File: src/rtl/kwd_pkg.sv
package kwd_pkg;
  typedef enum logic {
    SEQ_IDLE  = 1'b0,
    SEQ_ARMED = 1'b1
  } seq_state_e;
endpackage

File: src/rtl/kwd_key_seq.sv
module kwd_key_seq
  import kwd_pkg::*;
#(
  parameter int                ADDR_W     = 8,
  parameter int                DATA_W     = 8,
  parameter logic [ADDR_W-1:0] KEY_ADDR   = 8'hA6,
  parameter logic [DATA_W-1:0] KEY_FIRST  = 8'h1E,
  parameter logic [DATA_W-1:0] KEY_SECOND = 8'hE1
) (
  input  logic              clk_i,
  input  logic              rst_ni,
  input  logic              clr_i,
  input  logic              wr_en_i,
  input  logic [ADDR_W-1:0] wr_addr_i,
  input  logic [DATA_W-1:0] wr_data_i,
  output logic              key_ok_o
);
  seq_state_e st_q, st_d;
  logic       hit;

  assign hit = wr_en_i && (wr_addr_i == KEY_ADDR);

  always_comb begin
    st_d     = st_q;
    key_ok_o = 1'b0;
    if (clr_i) begin
      st_d = SEQ_IDLE;
    end else if (hit) begin
      if (wr_data_i == KEY_FIRST) begin
        st_d = SEQ_ARMED;
      end else begin
        if (st_q == SEQ_ARMED && wr_data_i == KEY_SECOND) key_ok_o = 1'b1;
        st_d = SEQ_IDLE;
      end
    end
  end

  always_ff @(posedge clk_i or negedge rst_ni) begin
    if (!rst_ni) st_q <= SEQ_IDLE;
    else         st_q <= st_d;
  end

  AST_FOREIGN_ADDR_KEEP: assert property (@(posedge clk_i) disable iff (!rst_ni)
    (!clr_i && !(wr_en_i && wr_addr_i == KEY_ADDR)) |=> $stable(st_q));
endmodule

File: src/rtl/kwd_prescaler.sv
module kwd_prescaler #(
  parameter int SEL_W = 3,
  localparam int PRE_W = (1 << SEL_W) - 1
) (
  input  logic             clk_i,
  input  logic             rst_ni,
  input  logic             clr_i,
  input  logic             run_i,
  input  logic             tick_i,
  input  logic [SEL_W-1:0] sel_i,
  output logic             step_o
);
  logic [PRE_W-1:0] div_q, lim;

  // limit = 2^sel - 1, built as a thermometer code
  always_comb begin
    for (int i = 0; i < PRE_W; i++) lim[i] = (i < int'(sel_i));
  end

  assign step_o = run_i && tick_i && (div_q >= lim);

  always_ff @(posedge clk_i or negedge rst_ni) begin
    if (!rst_ni)              div_q <= '0;
    else if (clr_i)           div_q <= '0;
    else if (run_i && tick_i) div_q <= step_o ? '0 : div_q + 1'b1;
  end

  AST_DIV_HOLD_NO_TICK: assert property (@(posedge clk_i) disable iff (!rst_ni)
    (!tick_i && !clr_i) |=> $stable(div_q));
endmodule

File: src/rtl/kwd_counter.sv
module kwd_counter #(
  parameter int CNT_W = 14
) (
  input  logic clk_i,
  input  logic rst_ni,
  input  logic clr_i,
  input  logic step_i,
  output logic ovf_o
);
  localparam logic [CNT_W-1:0] TRIP = {{(CNT_W-1){1'b1}}, 1'b0};
  localparam logic [CNT_W-1:0] LAST = '1;

  logic [CNT_W-1:0] cnt_q;

  assign ovf_o = step_i && (cnt_q == TRIP);

  always_ff @(posedge clk_i or negedge rst_ni) begin
    if (!rst_ni)             cnt_q <= '0;
    else if (clr_i || ovf_o) cnt_q <= '0;
    else if (step_i)         cnt_q <= cnt_q + 1'b1;
  end

  AST_CNT_HOLD: assert property (@(posedge clk_i) disable iff (!rst_ni)
    (!step_i && !clr_i) |=> $stable(cnt_q));
  AST_CNT_NEVER_LAST: assert property (@(posedge clk_i) disable iff (!rst_ni)
    cnt_q != LAST);
endmodule

File: src/rtl/kwd_pulse.sv
module kwd_pulse #(
  parameter int PULSE_LEN = 96,
  localparam int PULSE_W = $clog2(PULSE_LEN + 1)
) (
  input  logic clk_i,
  input  logic rst_ni,
  input  logic fire_i,
  output logic pulse_o
);
  logic [PULSE_W-1:0] len_q;

  assign pulse_o = (len_q != '0);

  always_ff @(posedge clk_i or negedge rst_ni) begin
    if (!rst_ni)                  len_q <= '0;
    else if (fire_i && !pulse_o)  len_q <= PULSE_W'(PULSE_LEN);
    else if (pulse_o)             len_q <= len_q - 1'b1;
  end

  AST_PULSE_ON_FIRE: assert property (@(posedge clk_i) disable iff (!rst_ni)
    fire_i |=> pulse_o);
  AST_NO_REFIRE: assert property (@(posedge clk_i) disable iff (!rst_ni)
    pulse_o |-> !fire_i);
endmodule

File: src/rtl/key_watchdog.sv
module key_watchdog #(
  parameter int          ADDR_W     = 8,
  parameter int          DATA_W     = 8,
  parameter logic [7:0]  KEY_ADDR   = 8'hA6,
  parameter logic [7:0]  KEY_FIRST  = 8'h1E,
  parameter logic [7:0]  KEY_SECOND = 8'hE1,
  parameter int          CNT_W      = 14,
  parameter int          SEL_W      = 3,
  parameter int          PULSE_LEN  = 96
) (
  input  logic              clk_i,
  input  logic              rst_ni,
  input  logic              wr_en_i,
  input  logic [ADDR_W-1:0] wr_addr_i,
  input  logic [DATA_W-1:0] wr_data_i,
  input  logic              tick_i,
  input  logic [SEL_W-1:0]  presc_sel_i,
  output logic              rst_pulse_o
);
  logic en_q, key_ok, step, ovf, wd_clr, cnt_clr;

  assign wd_clr  = ovf || rst_pulse_o;
  assign cnt_clr = wd_clr || key_ok;

  kwd_key_seq #(
    .ADDR_W(ADDR_W), .DATA_W(DATA_W),
    .KEY_ADDR(ADDR_W'(KEY_ADDR)), .KEY_FIRST(DATA_W'(KEY_FIRST)),
    .KEY_SECOND(DATA_W'(KEY_SECOND))
  ) u_key (
    .clk_i, .rst_ni, .clr_i(wd_clr),
    .wr_en_i, .wr_addr_i, .wr_data_i, .key_ok_o(key_ok)
  );

  kwd_prescaler #(.SEL_W(SEL_W)) u_pre (
    .clk_i, .rst_ni, .clr_i(cnt_clr), .run_i(en_q),
    .tick_i, .sel_i(presc_sel_i), .step_o(step)
  );

  kwd_counter #(.CNT_W(CNT_W)) u_cnt (
    .clk_i, .rst_ni, .clr_i(cnt_clr), .step_i(step), .ovf_o(ovf)
  );

  kwd_pulse #(.PULSE_LEN(PULSE_LEN)) u_pulse (
    .clk_i, .rst_ni, .fire_i(ovf), .pulse_o(rst_pulse_o)
  );

  always_ff @(posedge clk_i or negedge rst_ni) begin
    if (!rst_ni)     en_q <= 1'b0;
    else if (wd_clr) en_q <= 1'b0;
    else if (key_ok) en_q <= 1'b1;
  end

  AST_EN_STICKY: assert property (@(posedge clk_i) disable iff (!rst_ni)
    (en_q && !ovf) |=> en_q);
  AST_OVF_DISABLES: assert property (@(posedge clk_i) disable iff (!rst_ni)
    ovf |=> !en_q);
  AST_PULSE_BLOCKS_KEY: assert property (@(posedge clk_i) disable iff (!rst_ni)
    rst_pulse_o |=> !en_q);
  AST_OFF_NO_STEP: assert property (@(posedge clk_i) disable iff (!rst_ni)
    !en_q |-> !ovf);
endmodule

File: config.mk
export PLATFORM = sky130hd
export DESIGN_NAME = key_watchdog
export DESIGN_NICKNAME = d
export VERILOG_FILES = /design/src/rtl/kwd_pkg.sv /design/src/rtl/kwd_key_seq.sv /design/src/rtl/kwd_prescaler.sv /design/src/rtl/kwd_counter.sv /design/src/rtl/kwd_pulse.sv /design/src/rtl/key_watchdog.sv
export SDC_FILE = /design/constraint.sdc
export NUM_CORES = 1
export LEC_CHECK = 0
export CAP_MARGIN = 20
export CORE_UTILIZATION = 51
export DETAILED_ROUTE_END_ITERATION = 12
export DONT_BUFFER_PORTS = 1
export HOLD_SLACK_MARGIN = 0.05
export MAX_ROUTING_LAYER = met4
export PLACE_DENSITY = 0.66
export SETUP_SLACK_MARGIN = 0.15
export SYNTH_ARGS = -nofsm -noshare
export SYNTH_HDL_FRONTEND = slang
export SYNTH_SLANG_ARGS = --single-unit
File: constraint.sdc
create_clock -name clk_i -period 5.89 [get_ports clk_i]
set_input_delay 0.2945 -clock clk_i [delete_from_list [all_inputs] [get_ports clk_i]]
set_output_delay 0.2945 -clock clk_i [all_outputs]
set_load 0.05 [all_outputs]
==> impl_metrics.csv <==
group,metric,value,unit
die,die_h,64.0,um
routing,drt_first_iter_violations,84,
flow_run,cap_violations,0,
power_and_ir_drop,power,388,uW
logic_synthesis,synth_edf_count,0,
worst_setup_path,end_kind,"register",
placed_design,routabilityCongestion,0.850,
power_and_ir_drop,leakage,0.839,nW
worst_setup_path,crit_fanout,16,
global_route,grt_start_max_net_pins,31,
power_and_ir_drop,swShare,0.213,
global_route,antenna_found_initial,0,
logic_synthesis,yosys_warnings,0,
timing,skew,0.00738,ns
die,rows,22,
power_and_ir_drop,internal_power,305,uW
status,status,"complete, no violations",
timing,fin_crit,2.68,ns
logic_synthesis,synthArstFlopShare,1.00,
global_route,grt_use_total,0.250,
logic_synthesis,synth_nets,256,
placed_design,io_buffers,0,
logic_synthesis,synth_area,1960,sq um
power_and_ir_drop,comb_power_share,0.034,
clock_network,clk_pin_slew,0.07,ns
routing,drc,0,
timing,drv_slew,0,
timing,layout_setup_ws,3.21,ns
clock_network,clock_path_buffers,2,
timing,fin_crit_sh,0.455,
routing,final_antenna_net_count,0,
clock_network,cts_tree,"yes",
routing,dr.pass1.iters,4,
final_layout,final_core_util,0.579,
die,initial_core_util,0.535,
power_and_ir_drop,p_sw,82.8,uW
power_and_ir_drop,power.share.sequential,0.531,
timing,hold_violations,0,
die,ioPinCount,24,
placed_design,pre_cts_slack,3.04,ns
routing,wirelength,4430,um
logic_synthesis,yosysTopAreaCell,"dfrtp_1",
clock_network,htreeDepth,2,
power_and_ir_drop,vdd_drop_max,0.0876,mV
timing,worst_slew_pin_slew,0.931,ns
routing,wl_per_cell,16.3,um
worst_setup_path,cp-start-kind,"register",
timing,slew-limit-headroom,0.378,
power_and_ir_drop,p_per_area,183,nW/um^2
logic_synthesis,syn-instance-count,222,
logic_synthesis,yosysSeqAreaShare,0.383,
routing,via_count,1737,
timing,setup-tns-final,0,ns
routing,via_per_inst,6.39,
die,placeableCoreArea,3660,sq um
worst_setup_path,worstPathArrival,2.85,ns
final_layout,drive_gt1_frac,0.0804,
die,die_w,64.0,um
clock_network,cts_hold_buf,2,
logic_synthesis,synth_area_leaders,"dfrtp_1 38%, ha_1 7.0%, a21oi_1 5.6%, nand2_1 3.8%, nand3_1 3.8%",
worst_setup_path,timing_worst_setup_path_type,"register to register",
timing,fmax,0.373,GHz
placed_design,hpwlAfterDp,3080,um
logic_synthesis,synth_seq_cells,30,
global_route,grt_pass1_wl,7680,um
global_route,grt_pass1_vias,1660,
worst_setup_path,crit_required,6.06,ns
final_layout,multi_input_area,1140,sq um
final_layout,nets,257,
final_layout,syn2layout_area_growth,8.11,%
clock_network,postCtsSetupBuffers,0,
worst_hold_path,hold_class,"primary input to register",
die,die_area,4090,sq um
final_layout,fillCellCount,342,
clock_network,numCtsBuffers,5,
clock_network,clock_latency,0.28,ns
global_route,grt_overflow_total,0,
final_layout,antennaDiodeCount,0,
clock_network,clock_sinks,30,
timing,rsz0062_at_grt,"no",
clock_network,cts_resized,0,
clock_network,root_buffer,"clkbuf_8",
logic_synthesis,synth.distinct_cells,46,
final_layout,seqCellArea,751,sq um
timing,setup_violations,0,
logic_synthesis,synthFlopType,"dfrtp_1",
logic_synthesis,synth_top_area_share,0.383,
power_and_ir_drop,clock_power_share,0.435,
logic_synthesis,syn_avg_cell_area,8.83,sq um
-- worst paths after layout --
| check | startpoint | endpoint | slack [ns] | cells after the start |
|---|---|---|---|---|
| max in group asynchronous | rst_ni | u_cnt.cnt_q[9] | 5.25 | 2 |
| setup reg to reg | u_pulse.len_q[0] | u_cnt.cnt_q[5] | 3.21 | 8 |
| hold / removal | wr_data_i[7] | u_key.st_q | 0.27 | 3 |
| setup / recovery | u_pulse.len_q[0] | u_cnt.cnt_q[5] | 3.21 | 8 |
| min in group asynchronous | rst_ni | u_cnt.cnt_q[5] | 0.48 | 2 |
| hold reg to reg | u_pulse.len_q[2] | u_pulse.len_q[2] | 0.50 | 1 |
-- cell usage after synthesis (3+ instances only) --
master	n
o31ai_1	4
nor2_1	15
a21oi_1	22
nand2_1	20
nand4_1	3
clkbuf_1	6
nor4_1	3
inv_1	6
o41ai_1	4
and3_1	5
buf_2	3
nor3_1	6
dfrtp_1	30
ha_1	11
or3_1	5
o21ai_0	15
nand4b_1	5
a211oi_1	3
and2_1	5
nand3_1	15
or4_1	3
a21o_1	3
-- cell usage in the layout, fill, tap and decap left out, types with 2 or more instances in the layout --
cell	count
a211oi_1	3
a21o_1	3
a21oi_1	22
a21oi_2	2
a32o_1	2
and2_1	5
and3_1	5
and4_1	2
clkbuf_8	6
dfrtp_1	30
ha_1	11
inv_1	6
mux2i_1	2
nand2_1	20
nand2b_1	2
nand3_1	15
nand4_1	3
nand4b_1	5
nor2_1	15
nor3_1	6
nor4_1	3
o21ai_0	15
o31ai_1	4
o31ai_2	2
o41ai_1	4
or3_1	5
or4_1	3
-- power by group through the flow --
stage	logic (mW)	registers [mW]	clock network, mW
after CTS	0.0136	0.206	0.173
after global routing	0.0152	0.206	0.183
after global placement	0.00659	0.210	0
final	0.0132	0.206	0.169
after detailed placement	0.00698	0.210	0
after floorplan	0.00588	0.210	0
-- critical path: stages, from the launching register on --
cell and delay, ns:
dfrtp_1 0.41, inv_1 0.07, ha_1 0.18, or3b_4 0.42, nor4_4 0.31, inv_2 0.26, a21o_1 0.42, a311o_1 0.41
o41ai_1 0.07
-- registers in the layout, indices dropped and copies added (netlist names) --
signal	flops
u_key.st_q	1
en_q	1
u_pre.div_q	7
u_cnt.cnt_q	14
u_pulse.len_q	7
-- layer usage --
metal	part of all wire	vias to the layer above	routed length, um	global-route usage
li1	-	844	-	-
met1	0.44	847	1950	0.286
met2	0.50	38	2230	0.432
met3	0.043	8	190	0.0571
met4	0.014	0	62	0.0767
met5	0	-	0	-
-- layout make-up --
cell class                      count  area share
Clock buffer                        7      0.0408
Clock inverter                      1     0.00236
Inverter                            7      0.0124
Multi-Input combinational cell    176       0.540
Sequential cell                    30       0.354
Tap cell                           48      0.0284
Timing Repair Buffer                3      0.0213
-- kinds of logic (layout without fill, tap and decap cells) --
logic type | Yosys count | count (layout) | share of synthesized area
adder cells (fa/ha/maj) | 11 | 11 | 0.0702
AO/OA/AOI/OAI | 66 | 66 | 0.222
AND/OR/NAND/NOR | 97 | 97 | 0.282
buffers and inverters | 16 | 18 | 0.0326
flip-flops | 30 | 30 | 0.383
multiplexers | 2 | 2 | 0.0102
-- metrics by stage --
stage          hold slack, ns  cell area, sq um  cells
6_report                0.267              2120    272
5_1_grt                 0.292              2120    272
4_1_cts                 0.266              2100    271
3_5_place_dp        -0.000447              1980    261
3_3_place_gp        -0.000512              1980    261
2_1_floorplan        -0.00109              1960    222
(Power assumes the default switching activity.)
